==> config.mk <==
export PLATFORM = sky130hd
export DESIGN_NAME = adcChainSeq
export DESIGN_NICKNAME = d
export VERILOG_FILES = /design/src/rtl/adcSeqPkg.sv /design/src/rtl/adcSeqDatapath.sv /design/src/rtl/adcSeqCtrl.sv /design/src/rtl/adcChainSeq.sv
export SDC_FILE = /design/constraint.sdc
export NUM_CORES = 1
export LEC_CHECK = 0
export BUFFER_PORTS_ARGS = -buffer_cell sky130_fd_sc_hd__buf_2
export CAP_MARGIN = 20
export CELL_PAD_IN_SITES_DETAIL_PLACEMENT = 1
export CELL_PAD_IN_SITES_GLOBAL_PLACEMENT = 2
export CORE_ASPECT_RATIO = 0.9
export CORE_MARGIN = 2
export CORE_UTILIZATION = 32
export DETAILED_ROUTE_END_ITERATION = 8
export MAX_ROUTING_LAYER = met4
export PLACE_DENSITY = 0.75
export RECOVER_POWER = 100
export SLEW_MARGIN = 20
export SYNTH_ARGS = -nofsm -noshare
export SYNTH_HDL_FRONTEND = slang
export SYNTH_SLANG_ARGS = --single-unit
==> constraint.sdc <==
create_clock -name clk -period 1.96 [get_ports clk]
set_clock_uncertainty 0.1 [all_clocks]
set_input_delay 0.392 -clock clk [delete_from_list [all_inputs] [get_ports clk]]
set_output_delay 0.392 -clock clk [all_outputs]
set_load 0.02 [all_outputs]
==> src/rtl/adcSeqPkg.sv <==
package adcSeqPkg;

  typedef enum logic [1:0] {
    ST_IDLE   = 2'd0,
    ST_CONV   = 2'd1,
    ST_READ   = 2'd2,
    ST_FINISH = 2'd3
  } seqState_t;

  typedef struct packed {
    logic timerRestart;
    logic convStart;
    logic readStart;
    logic readRun;
  } seqStrobe_t;

endpackage

==> src/rtl/adcSeqDatapath.sv <==
module adcSeqDatapath
  import adcSeqPkg::*;
#(
  parameter int NUM_DEV      = 2,
  parameter int CH_PER_DEV   = 6,
  parameter int WORD_W       = 16,
  parameter int PERIOD_TICKS = 9766,
  parameter int SCLK_DIV     = 4,
  parameter int HIGH_W       = 16,
  localparam int NUM_CH      = NUM_DEV * CH_PER_DEV,
  localparam int CH_W        = $clog2(NUM_CH)
) (
  input  logic              clk,
  input  logic              rstN,
  input  seqStrobe_t        strobe,
  input  logic [HIGH_W-1:0] convHighTicks,
  input  logic              sdo,
  output logic              periodTick,
  output logic              highMet,
  output logic              readDone,
  output logic              sclk,
  output logic              wordValid,
  output logic [WORD_W-1:0] wordData,
  output logic [CH_W-1:0]   wordChan
);

  localparam int TOTAL_BITS = NUM_CH * WORD_W;
  localparam int PER_W      = $clog2(PERIOD_TICKS);
  localparam int HALF       = SCLK_DIV / 2;
  localparam int DIV_W      = $clog2(HALF) + 1;
  localparam int BIT_W      = $clog2(TOTAL_BITS + 1);
  localparam int WB_W       = $clog2(WORD_W);

  // Sample-period timer
  logic [PER_W-1:0] periodCnt;

  always_ff @(posedge clk) begin
    if (!rstN || strobe.timerRestart) begin
      periodCnt <= '0;
    end else if (periodCnt == PER_W'(PERIOD_TICKS - 1)) begin
      periodCnt <= '0;
    end else begin
      periodCnt <= periodCnt + 1'b1;
    end
  end

  assign periodTick = (periodCnt == PER_W'(PERIOD_TICKS - 1));

  // Strobe high-time counter, saturating
  logic [HIGH_W-1:0] highCnt;

  always_ff @(posedge clk) begin
    if (!rstN) begin
      highCnt <= '0;
    end else if (strobe.convStart) begin
      highCnt <= HIGH_W'(1);
    end else if (highCnt != '1) begin
      highCnt <= highCnt + 1'b1;
    end
  end

  assign highMet = (highCnt >= convHighTicks);

  // Serial clock generator and receive shifter
  logic [DIV_W-1:0]  divCnt;
  logic              sclkR;
  logic [BIT_W-1:0]  bitCnt;
  logic [WB_W-1:0]   bitInWord;
  logic [CH_W-1:0]   wordIdx;
  logic [WORD_W-1:0] shiftReg;
  logic [WORD_W-1:0] nextWord;
  logic              sampleNow;

  assign readDone  = (bitCnt == BIT_W'(TOTAL_BITS));
  assign sampleNow = strobe.readRun && !readDone &&
                     (divCnt == DIV_W'(HALF - 1)) && !sclkR;
  assign nextWord  = {shiftReg[WORD_W-2:0], sdo};

  always_ff @(posedge clk) begin
    if (!rstN || strobe.readStart) begin
      divCnt    <= '0;
      sclkR     <= 1'b1;
      bitCnt    <= '0;
      bitInWord <= '0;
      wordIdx   <= '0;
      shiftReg  <= '0;
    end else if (strobe.readRun && !readDone) begin
      if (divCnt == DIV_W'(HALF - 1)) begin
        divCnt <= '0;
        sclkR  <= !sclkR;
      end else begin
        divCnt <= divCnt + 1'b1;
      end
      if (sampleNow) begin
        shiftReg <= nextWord;
        bitCnt   <= bitCnt + 1'b1;
        if (bitInWord == WB_W'(WORD_W - 1)) begin
          bitInWord <= '0;
          if (wordIdx != CH_W'(NUM_CH - 1)) begin
            wordIdx <= wordIdx + 1'b1;
          end
        end else begin
          bitInWord <= bitInWord + 1'b1;
        end
      end
    end
  end

  // Word presentation register
  always_ff @(posedge clk) begin
    if (!rstN) begin
      wordValid <= 1'b0;
      wordData  <= '0;
      wordChan  <= '0;
    end else begin
      wordValid <= 1'b0;
      if (sampleNow && (bitInWord == WB_W'(WORD_W - 1))) begin
        wordValid <= 1'b1;
        wordData  <= nextWord;
        wordChan  <= wordIdx;
      end
    end
  end

  assign sclk = sclkR;

endmodule

==> src/rtl/adcSeqCtrl.sv <==
module adcSeqCtrl
  import adcSeqPkg::*;
#(
  parameter int FRAME_LEN   = 256,
  parameter int SYNC_STAGES = 2
) (
  input  logic       clk,
  input  logic       rstN,
  input  logic       arm,
  input  logic       busy,
  input  logic       periodTick,
  input  logic       highMet,
  input  logic       readDone,
  output seqStrobe_t strobe,
  output logic       convSt,
  output logic       csN,
  output logic       armed,
  output logic       overrun
);

  localparam int FR_W = $clog2(FRAME_LEN + 1);

  // Busy synchronizer, depth chosen by parameter
  logic [SYNC_STAGES:0] busyPipe;
  logic                 busyPrev;
  logic                 busyFall;

  assign busyPipe[0] = busy;

  for (genvar s = 1; s <= SYNC_STAGES; s++) begin : g_sync
    always_ff @(posedge clk) begin
      if (!rstN) busyPipe[s] <= 1'b0;
      else       busyPipe[s] <= busyPipe[s-1];
    end
  end

  always_ff @(posedge clk) begin
    if (!rstN) busyPrev <= 1'b0;
    else       busyPrev <= busyPipe[SYNC_STAGES];
  end

  assign busyFall = busyPrev && !busyPipe[SYNC_STAGES];

  // Sequencing
  seqState_t       state;
  logic [FR_W-1:0] sampleCnt;
  logic            armStart;
  logic            tickLive;

  assign armStart = arm && !armed;
  assign tickLive = armed && periodTick;

  always_comb begin
    strobe              = '0;
    strobe.timerRestart = armStart;
    strobe.convStart    = (state == ST_IDLE) && tickLive;
    strobe.readStart    = (state == ST_CONV) && busyFall;
    strobe.readRun      = (state == ST_READ);
  end

  always_ff @(posedge clk) begin
    if (!rstN) begin
      state     <= ST_IDLE;
      convSt    <= 1'b0;
      csN       <= 1'b1;
      armed     <= 1'b0;
      overrun   <= 1'b0;
      sampleCnt <= '0;
    end else begin
      if (armStart) begin
        armed     <= 1'b1;
        overrun   <= 1'b0;
        sampleCnt <= '0;
      end else if (tickLive && (state != ST_IDLE)) begin
        overrun <= 1'b1;
      end

      unique case (state)
        ST_IDLE: begin
          if (tickLive) begin
            convSt <= 1'b1;
            state  <= ST_CONV;
          end
        end
        ST_CONV: begin
          if (busyFall) begin
            csN   <= 1'b0;
            state <= ST_READ;
          end
        end
        ST_READ: begin
          if (readDone) begin
            csN   <= 1'b1;
            state <= ST_FINISH;
          end
        end
        ST_FINISH: begin
          if (highMet) begin
            convSt    <= 1'b0;
            state     <= ST_IDLE;
            sampleCnt <= sampleCnt + 1'b1;
            if (sampleCnt == FR_W'(FRAME_LEN - 1)) begin
              armed <= 1'b0;
            end
          end
        end
        default: state <= ST_IDLE;
      endcase
    end
  end

endmodule

==> src/rtl/adcChainSeq.sv <==
module adcChainSeq
  import adcSeqPkg::*;
#(
  parameter int NUM_DEV      = 2,
  parameter int CH_PER_DEV   = 6,
  parameter int WORD_W       = 16,
  parameter int PERIOD_TICKS = 9766,
  parameter int FRAME_LEN    = 256,
  parameter int SCLK_DIV     = 4,
  parameter int SYNC_STAGES  = 2,
  parameter int HIGH_W       = 16
) (
  input  logic                                    clk,
  input  logic                                    rstN,
  input  logic                                    arm,
  input  logic [HIGH_W-1:0]                       convHighTicks,
  input  logic                                    busy,
  input  logic                                    sdo,
  output logic                                    convSt,
  output logic                                    csN,
  output logic                                    sclk,
  output logic                                    wordValid,
  output logic [WORD_W-1:0]                       wordData,
  output logic [$clog2(NUM_DEV*CH_PER_DEV)-1:0]   wordChan,
  output logic                                    armed,
  output logic                                    overrun
);

  seqStrobe_t strobe;
  logic       periodTick;
  logic       highMet;
  logic       readDone;

  adcSeqCtrl #(
    .FRAME_LEN   (FRAME_LEN),
    .SYNC_STAGES (SYNC_STAGES)
  ) ctrl (
    .clk        (clk),
    .rstN       (rstN),
    .arm        (arm),
    .busy       (busy),
    .periodTick (periodTick),
    .highMet    (highMet),
    .readDone   (readDone),
    .strobe     (strobe),
    .convSt     (convSt),
    .csN        (csN),
    .armed      (armed),
    .overrun    (overrun)
  );

  adcSeqDatapath #(
    .NUM_DEV      (NUM_DEV),
    .CH_PER_DEV   (CH_PER_DEV),
    .WORD_W       (WORD_W),
    .PERIOD_TICKS (PERIOD_TICKS),
    .SCLK_DIV     (SCLK_DIV),
    .HIGH_W       (HIGH_W)
  ) dp (
    .clk           (clk),
    .rstN          (rstN),
    .strobe        (strobe),
    .convHighTicks (convHighTicks),
    .sdo           (sdo),
    .periodTick    (periodTick),
    .highMet       (highMet),
    .readDone      (readDone),
    .sclk          (sclk),
    .wordValid     (wordValid),
    .wordData      (wordData),
    .wordChan      (wordChan)
  );

endmodule

## Yosys cells after proc, flatten, opt, wreduce, memory -nomap -nowiden

Cells that the tools add are included.

- Bits in registers: 103
- Latch bits: 0
- Memory bits (writable): 0
- ROM bits: 0
- Output and inout port bits: 26
- Word-level logic and storage cells: 98
- Memories kept: 0

- $add $sub $neg: 7
- Multiply operators: 0
- Div/mod/pow operators: 0
- Magnitude comparators: 1
- Equal/unequal tests: 14
- Shift operators: 0
- Mux-type cells: 23
- Bitwise operators: 1
- Reduce and logical (&&, ||, !) cells: 31

Operator list:

| kind | number |
|---|---|
| 2-to-1 mux 9 bit | 3 |
| adder 16 x 1 -> 16 bit, second input constant | 1 |
| >= comparator 16 bit | 1 |
| != test 16 bit, second input constant | 1 |
| adder 14 x 1 -> 14 bit, second input constant | 1 |
| == test 14 bit, second input constant | 1 |
| 2-to-1 mux 1 bit | 11 |
| logical AND 1 bit | 10 |
| 2-to-1 mux 2 bit | 5 |
| adder 9 x 1 -> 9 bit, second input constant | 1 |
| == test 9 x 8 -> 1 bit, second input constant | 1 |
| adder 4 x 1 -> 4 bit, second input constant | 2 |
| adder 8 x 1 -> 8 bit, second input constant | 1 |
| == test 8 bit, second input constant | 1 |
| one-hot mux 2 bit (4 select lines) | 1 |
| AND reduction 4 bit | 2 |
| nonzero test 2 bit | 4 |
| != test 2 x 1 -> 1 bit, second input constant | 3 |
| AND reduction 3 bit | 2 |
| OR reduction 2 bit | 3 |
| zero test 1 bit | 5 |
| == test 2 x 1 -> 1 bit, second input constant | 2 |
| == test 2 bit, second input constant | 2 |
| == test 4 bit, second input constant | 1 |
| other kinds (9) | 12 |

## Logic depth before layout (Yosys ltp)

- Depth after elaboration: 7
- Mapped depth: 9

## Hierarchy

From an unflattened synthesis, not the netlist that was laid out.

- Cells, all modules: 581
- Area total of the unflattened synthesis: 4,968.5 µm²

By module, submodules not included:

| module | instances | cells each | area each (µm²) | seq. area each (µm²) |
|---|---|---|---|---|
| adcSeqDatapath | 1 | 475 | 4,045.1 | 1,701.6 |
| adcSeqCtrl | 1 | 106 | 923.4 | 360.3 |

## Worst setup path before layout

OpenSTA, ideal clock, no wires.

- Kind: input-to-reg
- From: input convHighTicks[13]
- To: register ctrl.sampleCnt[6]
- Data arrival time: 1.959 ns
- Data required time: 1.794 ns
- Setup slack: -0.165 ns
- Stages on the path: 9
- Path buffers: 1
- Cells stage by stage: inv_1 > ha_1 > a21o_1 > a21o_1 > a2111oi_4 > a21boi_2 > buf_6 > nand3b_4 > a21boi_2

- Cells in the longest elaborated chain, start to end: 3

RTL lines:

| element | RTL line | text |
|---|---|---|
| from (decl) | adcChainSeq.sv:16 | `input logic [HIGH_W-1:0] convHighTicks,` |
| >= comparator 16 bit | adcSeqDatapath.sv:62 | `assign highMet = (highCnt >= convHighTicks);` |
| 2-to-1 mux 9 bit | adcSeqCtrl.sv:98 | `if (highMet) begin` |
| 2-to-1 mux 9 bit | adcSeqCtrl.sv:78 | `unique case (state)` |
| to (signal assigned) | adcSeqCtrl.sv:101 | `sampleCnt <= sampleCnt + 1'b1;` |
| to (decl) | adcSeqCtrl.sv:46 | `logic [FR_W-1:0] sampleCnt;` |

No other way between the ends.
A chain may end at the register's enable or synchronous reset.

## Worst setup path after layout

- From: register dp.highCnt[13]
- To: register ctrl.sampleCnt[8]

- Cells in the longest elaborated chain, start to end: 3

RTL lines:

| element | RTL line | text |
|---|---|---|
| from (decl) | adcSeqDatapath.sv:50 | `logic [HIGH_W-1:0] highCnt;` |
| from (signal assigned) | adcSeqDatapath.sv:58 | `highCnt <= highCnt + 1'b1;` |
| >= comparator 16 bit | adcSeqDatapath.sv:62 |  |
| 2-to-1 mux 9 bit | adcSeqCtrl.sv:98 |  |
| 2-to-1 mux 9 bit | adcSeqCtrl.sv:78 |  |

No other way between the ends.

==> flow_metrics.tcl <==
set metrics [dict create \
    status "finished, violations left" \
    violations "negative setup slack" \
    synth-edff-count 0 \
    hold_class "in -> reg" \
    synth_fa_ha_area_share_pct 7.531 \
    grt_start_max_net_pins 23 \
    synthArstFlopShare_pct 0 \
    synth_most_common_cell "nand2_1" \
    power.leakage_nw 2.431 \
    ios 47 \
    synth-simple-area-share_pct 25.01 \
    ys_top_cells_by_area "dfxtp_1 (43%), nand2_1 (8.7%), ha_1 (7.5%)" \
    critPathCaptureType "flip-flop" \
    fp.dieH_um 120.4 \
    clk-insertion-delay-late_ns 0.35 \
    synth-compound-area-share_pct 12.98 \
    cp.arrival_ns 2.38 \
    route.detailed.drc 0 \
    die_area_um2 16060 \
    synthXorXnorAreaFrac_pct 6.180 \
    final_util_pct 41.32 \
    peakVddDrop_mv 0.4269 \
    fin_tns_setup_ns -2.389 \
    cp-start-kind "flip-flop" \
    n_antenna_cell 0 \
    wl_mm 11.68 \
    yosys-mux-area-fraction_pct 1.246 \
    slew_viol_final 0 \
    syn_nets 615 \
    ant_nets 0 \
    crit_path_max_fanout 5 \
    fin_ws_ns -0.2240 \
    synthFlopType "dfxtp_1" \
    post-route-period-util_pct 111.4 \
    maxCapViolCount 0 \
    cts_max_level 3 \
    required_ns 2.16 \
    min_period_ns 2.184 \
    placementRows 42 \
    drive_gt1_share_pct 20.27 \
    worst_slew_pin_slew_ns 0.4024 \
    clk_path_buf_depth 2 \
    drtIter0Drc 121 \
    io_buffers 46 \
    fin_nets 706 \
    synth_area_per_cell_um2 8.528 \
    area_growth_pct 26.18 \
    antenna_found_initial 0 \
    worstSetupPathType "reg -> reg" \
    cts-root-buf "clkbuf_16" \
    die_w_um 133.3 \
    postPlaceCellArea_um2 5625 \
    grt_pass1_vias 4108 \
    vias_per_cell 4.754 \
    synth_top_area_share_pct 42.79 \
    yosysTopAreaCell "dfxtp_1" \
    place.gp.congestion 0.7696 \
    yosysUniqueCellTypes 54 \
    overflow 0 \
    core-area_um2 14710 \
    finalSetupViolCount 13 \
    max_freq_ghz 0.4579 \
    finalHoldViolCount 0 \
    syn-cell-area_um2 4818 \
    rsz0062_at_grt "true" \
    clock-sinks 103 \
    synth_commonest_cells "nand2_1 (112), dfxtp_1 (103), nor2_1 (54)" \
    yosysWarnings 0 \
    cts_inserted_buffers 9 \
    cts_tree "built" \
    syn_inst 565 \
    synth_top_family_by_area "simple AND/OR/NAND/NOR gates" \
    yosysSeqAreaShare_pct 42.79 \
    max_slew_margin_pct 72.89 \
    stdcell_area_um2 6080 \
    powerDensity_nw_per_um2 700.8 \
    hold_ws_ns 0.2001 \
    finalPower_mw 4.261 \
    grt_use_total_pct 15.33 \
    grt_pass1_wl_mm 19.48 \
    firstDrtPassIters 4 \
    clkTransAtPathRegs_ns 0.07 \
    vias 4084 \
    synth-seq-cells 103 \
    post_drt_wl_per_cell_um 13.59 \
    place_hpwl_mm 8.520 \
    start_util_pct 32.75 \
]
-- path summary, 6_finish.rpt --
kind / from / end / slack (ns) / cells past startpoint
hold reg to reg: ctrl.busyPipe[1] / ctrl.busyPipe[2] / 0.33 / 1
setup / recovery: dp.highCnt[13] / ctrl.sampleCnt[8] / -0.22 / 7
setup reg to reg: dp.highCnt[13] / ctrl.sampleCnt[8] / -0.22 / 7
hold / removal: sdo / dp.wordData[0] / 0.20 / 3
-- critical path, cell delays in order (launching register included) --
cell,delay (ns)
dfxtp_2,0.34
ha_4,0.26
nand4_1,0.23
a211oi_2,0.35
a32oi_4,0.20
a21boi_4,0.30
mux2i_1,0.22
and2_1,0.13
-- final cells by class --
type                       count  area, µm²
sequential                   103       2071
timing repair buffer          99      605.6
clock buffer                  11      242.7
multi-input combinational    415       2726
tap                          198      247.7
inverter                      28      105.1
clock inverter                 5      81.33
fill                        1762       8635
-- timing repair --
action	in CTS	in global routing
hold buffers	0	0
cloned	0	1
gates resized for setup	13	39
setup buffers	1	8
pin swaps	7	16
endpoints found under the hold margin	0	0
setup endpoints to repair	13	56
-- state kept, by name (all words and copies together), names as in the netlist --
register,count
dp.bitInWord,4
ctrl.busyPipe,2
dp.highCnt,16
ctrl.sampleCnt,9
dp.divCnt,2
dp.wordValid,1
dp.bitCnt,8
dp.shiftReg,15
dp.periodCnt,14
dp.wordData,16
ctrl.csN,1
ctrl.overrun,1
dp.wordIdx,4
ctrl.convSt,1
ctrl.state,2
ctrl.busyPrev,1
dp.sclk,1
dp.wordChan,4
ctrl.armed,1
-- layout by cell type, fill, tap and decap left out, drive strengths merged, types with 3 or more instances in the layout --
master  instances
xor2           21
and4            4
nand3b          6
and3b           3
inv            28
nand2         112
nor3b           5
mux2i           6
o21ai          19
a21boi         26
dfxtp         103
nand3          24
nor3            4
xnor2          13
nor2           55
clkbuf         45
a31oi           6
and2            6
a21oi          30
and3           10
nand4          11
ha             29
buf            65
or3             3
-- kinds of logic (layout without fill, tap and decap cells) --
logic type	Yosys count	count (layout)
simple gates	252	252
buf+inv	48	143
xor+xnor	34	34
mux	6	6
compound gates	93	94
flops	103	103
fa+ha+maj	29	29
-- routing by layer --
layer  global-route usage [%]  wire length [µm]  vias up
li1                         -                 -     2083
met1                    19.08              5571     1955
met2                    24.84              5631       35
met3                    3.690               333       11
met4                    4.588               139        0
met5                        -                 0        -
-- stage by stage --
stage	setup slack, ns	instances
floorplan	-0.06446	565
global placement	-0.3555	836
detailed placement	-0.4275	836
CTS	-0.2304	851
global route	-0.3495	859
finish	-0.2240	859
-- where the power goes --
part	total, mW	switching, mW	internal [mW]
sequential	2.12	0.0103	2.11
combinational	0.196	0.108	0.0882
clock	1.95	0.794	1.15
Power figures use the tool's default switching activity.
